$ cat src/rtl/replay_fifo_pkg.sv
package replay_fifo_pkg;
  localparam int WORD_W = 9;
  typedef logic [WORD_W-1:0] word_t;
endpackage

$ cat src/rtl/replay_fifo_ptrs.sv
module replay_fifo_ptrs #(
  parameter int DEPTH = 16,
  parameter int AW    = $clog2(DEPTH),
  parameter int CW    = $clog2(DEPTH + 1)
) (
  input  logic          clk_i,
  input  logic          rst_ni,
  input  logic          wr_ok_i,
  input  logic          rd_ok_i,
  input  logic          rew_ok_i,
  output logic [AW-1:0] wptr_o,
  output logic [AW-1:0] rptr_o,
  output logic [CW-1:0] cnt_next_o
);
  localparam logic [AW-1:0] LAST = AW'(DEPTH - 1);

  logic [AW-1:0] wptr_q, rptr_q;
  logic [CW-1:0] cnt_q, cnt_d;
  logic          wrapped_q;

  always_comb begin
    cnt_d = cnt_q;
    if (rew_ok_i) begin
      cnt_d = wrapped_q ? CW'(DEPTH) : CW'(wptr_q);
    end else if (wr_ok_i && !rd_ok_i) begin
      cnt_d = cnt_q + CW'(1);
    end else if (rd_ok_i && !wr_ok_i) begin
      cnt_d = cnt_q - CW'(1);
    end
  end

  always_ff @(posedge clk_i or negedge rst_ni) begin
    if (!rst_ni) begin
      wptr_q    <= '0;
      rptr_q    <= '0;
      cnt_q     <= '0;
      wrapped_q <= 1'b0;
    end else begin
      cnt_q <= cnt_d;
      if (wr_ok_i) begin
        wptr_q <= (wptr_q == LAST) ? '0 : wptr_q + AW'(1);
        if (wptr_q == LAST) wrapped_q <= 1'b1;
      end
      if (rew_ok_i) rptr_q <= '0;
      else if (rd_ok_i) rptr_q <= (rptr_q == LAST) ? '0 : rptr_q + AW'(1);
    end
  end

  assign wptr_o     = wptr_q;
  assign rptr_o     = rptr_q;
  assign cnt_next_o = cnt_d;
endmodule

$ cat src/rtl/replay_fifo_store.sv
module replay_fifo_store
  import replay_fifo_pkg::*;
#(
  parameter int DEPTH = 16,
  parameter int AW    = $clog2(DEPTH)
) (
  input  logic          clk_i,
  input  logic          rst_ni,
  input  logic          wr_ok_i,
  input  logic [AW-1:0] wptr_i,
  input  word_t         wdata_i,
  input  logic          rd_ok_i,
  input  logic [AW-1:0] rptr_i,
  output word_t         rdata_o,
  output logic          oe_o
);
  word_t mem [DEPTH];

  always_ff @(posedge clk_i) begin
    if (wr_ok_i) mem[wptr_i] <= wdata_i;
  end

  // bus released (zero) unless a read was taken
  always_ff @(posedge clk_i or negedge rst_ni) begin
    if (!rst_ni) begin
      rdata_o <= '0;
      oe_o    <= 1'b0;
    end else begin
      oe_o    <= rd_ok_i;
      rdata_o <= rd_ok_i ? mem[rptr_i] : '0;
    end
  end
endmodule

$ cat src/rtl/replay_fifo_flags.sv
module replay_fifo_flags #(
  parameter int DEPTH = 16,
  parameter int CW    = $clog2(DEPTH + 1)
) (
  input  logic          clk_i,
  input  logic          rst_ni,
  input  logic [CW-1:0] cnt_next_i,
  output logic          empty_no,
  output logic          full_no,
  output logic          half_no
);
  localparam logic [CW-1:0] HALF = CW'(DEPTH / 2);
  localparam logic [CW-1:0] TOP  = CW'(DEPTH);

  always_ff @(posedge clk_i or negedge rst_ni) begin
    if (!rst_ni) begin
      empty_no <= 1'b0;
      full_no  <= 1'b1;
      half_no  <= 1'b1;
    end else begin
      empty_no <= (cnt_next_i != '0);
      full_no  <= (cnt_next_i != TOP);
      half_no  <= (cnt_next_i <= HALF);
    end
  end
endmodule

$ cat src/rtl/replay_fifo.sv
module replay_fifo
  import replay_fifo_pkg::*;
#(
  parameter int DEPTH = 16
) (
  input  logic              clk_i,
  input  logic              rst_ni,
  input  logic              wr_i,
  input  logic [WORD_W-1:0] wdata_i,
  input  logic              rd_i,
  input  logic              rewind_i,
  output logic [WORD_W-1:0] rdata_o,
  output logic              rdata_oe_o,
  output logic              empty_no,
  output logic              full_no,
  output logic              half_no
);
  localparam int AW = (DEPTH > 1) ? $clog2(DEPTH) : 1;
  localparam int CW = $clog2(DEPTH + 1);

  logic          wr_ok, rd_ok, rew_ok;
  logic [AW-1:0] wptr, rptr;
  logic [CW-1:0] cnt_next;

  assign wr_ok  = wr_i & full_no;
  assign rd_ok  = rd_i & empty_no;
  assign rew_ok = rewind_i & ~wr_i & ~rd_i;

  replay_fifo_ptrs #(.DEPTH(DEPTH), .AW(AW), .CW(CW)) u_ptrs (
    .clk_i      (clk_i),
    .rst_ni     (rst_ni),
    .wr_ok_i    (wr_ok),
    .rd_ok_i    (rd_ok),
    .rew_ok_i   (rew_ok),
    .wptr_o     (wptr),
    .rptr_o     (rptr),
    .cnt_next_o (cnt_next)
  );

  replay_fifo_store #(.DEPTH(DEPTH), .AW(AW)) u_store (
    .clk_i   (clk_i),
    .rst_ni  (rst_ni),
    .wr_ok_i (wr_ok),
    .wptr_i  (wptr),
    .wdata_i (wdata_i),
    .rd_ok_i (rd_ok),
    .rptr_i  (rptr),
    .rdata_o (rdata_o),
    .oe_o    (rdata_oe_o)
  );

  replay_fifo_flags #(.DEPTH(DEPTH), .CW(CW)) u_flags (
    .clk_i      (clk_i),
    .rst_ni     (rst_ni),
    .cnt_next_i (cnt_next),
    .empty_no   (empty_no),
    .full_no    (full_no),
    .half_no    (half_no)
  );
endmodule

$ cat config.mk
export PLATFORM = sky130hd
export DESIGN_NAME = replay_fifo
export DESIGN_NICKNAME = d
export VERILOG_FILES = /design/src/rtl/replay_fifo_pkg.sv /design/src/rtl/replay_fifo_ptrs.sv /design/src/rtl/replay_fifo_store.sv /design/src/rtl/replay_fifo_flags.sv /design/src/rtl/replay_fifo.sv
export SDC_FILE = /design/constraint.sdc
export NUM_CORES = 1
export LEC_CHECK = 0
export ABC_AREA = 1
export ABC_CLOCK_PERIOD_IN_PS = 4090
export BUFFER_PORTS_ARGS = -buffer_cell sky130_fd_sc_hd__buf_4
export CORE_ASPECT_RATIO = 1.75
export CORE_MARGIN = 5
export CORE_UTILIZATION = 55
export CTS_BUF_LIST = sky130_fd_sc_hd__clkbuf_4 sky130_fd_sc_hd__clkbuf_8
export DETAILED_ROUTE_END_ITERATION = 7
export PLACE_DENSITY = 0.82
export SYNTH_ARGS = -nofsm -noshare
export SYNTH_HDL_FRONTEND = slang
export SYNTH_SLANG_ARGS = --single-unit
$ cat constraint.sdc
create_clock -name clk_i -period 4.09 [get_ports clk_i]
set_clock_uncertainty 0.1 [all_clocks]
set_input_delay 0.6135 -clock clk_i [delete_from_list [all_inputs] [get_ports clk_i]]
set_output_delay 0.6135 -clock clk_i [all_outputs]
set_load 0.005 [all_outputs]
==> results.txt <==
Area Growth Syn to Fin - 8.988%
FMAX - 0.4513 GHz
Fillers - 986
Max stage delay on crit path - 0.78 ns
Crit-path slowest cell - inv_2
largest cells by area after synthesis - edfxtp_1 (61%), dfrtp_1 (8.8%), nor2_1 (6.5%), o21ai_0 (5.6%), o211ai_1 (3.5%)
DR vias - 4598
Hold Path Sink - u_store.mem[8][6]$_DFFE_PP_
global-route wire length before repair - 23.57 mm
kind of cell adding the most delay to the critical path - buffers and inverters
Synth async-reset ratio - 15.79%
outcome - complete, no violations
clock-pin slew on the worst setup and hold paths - 0.10 ns
crit path DAT - 2.48 ns
ant diodes - 0
area leader, netlist - edfxtp_1
Yosys cell types - 30
Initial DRC Count - 548
core area - 12570 sq um
FF-to-FF setup slack - 1.87 ns
Crit. End Element - flip-flop
maximum VDD drop - 362.1 uV
Worst R2R Path Depth - 5
final slew viol count - 0
CTS Buf Count - 17
post-cts gate resize count - 0
Post-CTS Setup Inserts - 0
Via density - 5.902
WHS - 0.4023 ns
RSZ-0062 raised after global routing - false
R2R Path End - u_store.rdata_o[4]$_DFF_PN0_
Worst Max-Slew Pin Slew - 1.162 ns
Die Area - 15310 sq um
r2r startpoint - u_ptrs.rptr_o[0]$_DFFE_PN0P_
placed insts - 747
Ys Warns - 0
Remaining DRCs - 0
CTS HTree Levels - 4
Final Hold Fails - 0
final worst-path cycle share - 54.18%
crit path kind - reg -> reg
Mapped Area - 7072 sq um
WP buf/inv - 1
Syn Nets - 601
setup ws final - 1.874 ns
Initial Util - 56.27%
max_slew headroom - 22.56%
post-layout util - 61.33%
clk root buf - clkbuf_8
Pre-Repair DR Iteration Count - 6
pre-CTS setup slack - 1.811 ns
clk buf depth - 2
vias in the first global route - 4523
worst-path cell chain - inv_2 -> nor2_1 -> o211ai_1 -> nand3_1 -> a21oi_1
Cell Count, Final, Fillers Out - 779
fin area - 7707 sq um
WL/cell - 19.17 microns
pin count of the biggest net entering global routing - 77
Die Y - 160.0 microns
Synth top area share - 61.15%
power density over the cells - 629.4 nW/um^2
Syn Area/Cell - 12.19 sq um
Finish-stage setup viols - 0
overall power - 4.851 mW
antenna-violating nets left - 0
clk sinks - 171
all-layer global routing usage - 20.52%
worst hold path cell count - 1
initial antenna violation count - 0
synthesized instance count - 580
#FFs+latches synth - 171
Hold Crit Class - in -> reg
Core Rows - 54
WL final - 14.93 mm
share of cells above drive strength 1 - 13.75%
Fin Setup TNS - 0 ns
beginning of the worst hold path - wdata_i[6]
# Max-Cap Violations - 0
CP Data Required Time - 4.35 ns
grt ovf - 0
Ports - 27
Post-synth top flop - edfxtp_1
Post-DP Area - 7338 sq um
startpoint types - flip-flop
Nets - 620
Post-DP HPWL - 9.747 mm
Skew-Pair Late Insertion Delay - 0.45 ns
register area share after synthesis - 70.74%
gp weighted congestion - 0.8660
chip width - 95.72 microns
count of input and output buffers - 26
most numerous cell in the Yosys netlist - edfxtp_1
Period minus WS final - 2.216 ns
CP Max Fanout - 72
Pleak - 2.684 nW
CTS tree - done
EDFF count, synth - 144
synth cell count leaders - edfxtp_1 (144), nor2_1 (122), o21ai_0 (79)
## repair_timing
action                                  in CTS  in global routing
hold endpoints to repair                    25                  0
endpoints found under the setup margin       0                  0
hold buffers                                 1                  0
## sequential cells by signal, summed over array words and instances, names as in the netlist, 4 cells and up
register and count:
u_ptrs.cnt_q 5, u_ptrs.rptr_o 4, u_ptrs.wptr_o 4, u_store.mem 144, u_store.rdata_o 9
## metal layers
| layer | vias to the layer above | global-route usage [%] | wire, microns |
|---|---|---|---|
| li1 | 2101 | - | - |
| met1 | 2205 | 25.77 | 5498 |
| met2 | 249 | 32.66 | 7656 |
| met3 | 43 | 4.426 | 1035 |
| met4 | 0 | 11.27 | 741 |
| met5 | - | 0 | 0 |
## final cells by class
cell class	instances	area, sq um	area share (%)
Clock buffer	17	234.0	3.036
Clock inverter	14	125.1	1.623
Inverter	25	101.3	1.315
Multi-Input combinational cell	354	1805	23.43
Sequential cell	171	5004	64.92
Tap cell	168	210.2	2.727
Timing Repair Buffer	30	227.7	2.955
## power breakdown
part           internal (mW)  switching, mW
sequential              2.14          0.180
combinational          0.475          0.986
clock                  0.480          0.586
## layout by cell type, fill, tap and decap left out, types with 17 or more instances in the layout
master	Yosys	routed
o211ai_1	33	33
nand2_1	36	36
nand3_1	18	18
o21ai_0	79	79
clkbuf_8	0	17
dfrtp_1	25	24
inv_1	19	19
nor2_1	122	122
buf_4	2	29
edfxtp_1	144	144
## worst max-delay path by stage
| stage | startpoint | end | depth (start not counted) | slack (ns) |
|---|---|---|---|---|
| 6_report | u_ptrs.rptr_o[0]$_DFFE_PN0P_ | u_store.rdata_o[4]$_DFF_PN0_ | 5 | 1.87 |
| 5_1_grt | u_ptrs.rptr_o[0]$_DFFE_PN0P_ | u_store.rdata_o[5]$_DFF_PN0_ | 5 | 1.63 |
| 4_1_cts | u_ptrs.rptr_o[0]$_DFFE_PN0P_ | u_store.rdata_o[5]$_DFF_PN0_ | 5 | 1.90 |
| 3_5_place_dp | wr_i | u_store.mem[3][2]$_DFFE_PP_ | 3 | 1.81 |
| 3_3_place_gp | wr_i | u_store.mem[3][2]$_DFFE_PP_ | 3 | 1.86 |
| 2_1_floorplan | wr_i | u_store.mem[11][0]$_DFFE_PP_ | 2 | 2.19 |
## cell families after synthesis
family | count (synthesis) | share of synthesized area (%)
AND/OR/NAND/NOR | 197 | 11.85
flip-flops | 171 | 70.74
AO/OA/AOI/OAI | 145 | 11.82
buffers and inverters | 55 | 3.733
adder cells (fa/ha/maj) | 7 | 1.238
XOR/XNOR | 5 | 0.6192
Note: power is estimated with default switching activity, not from simulation.
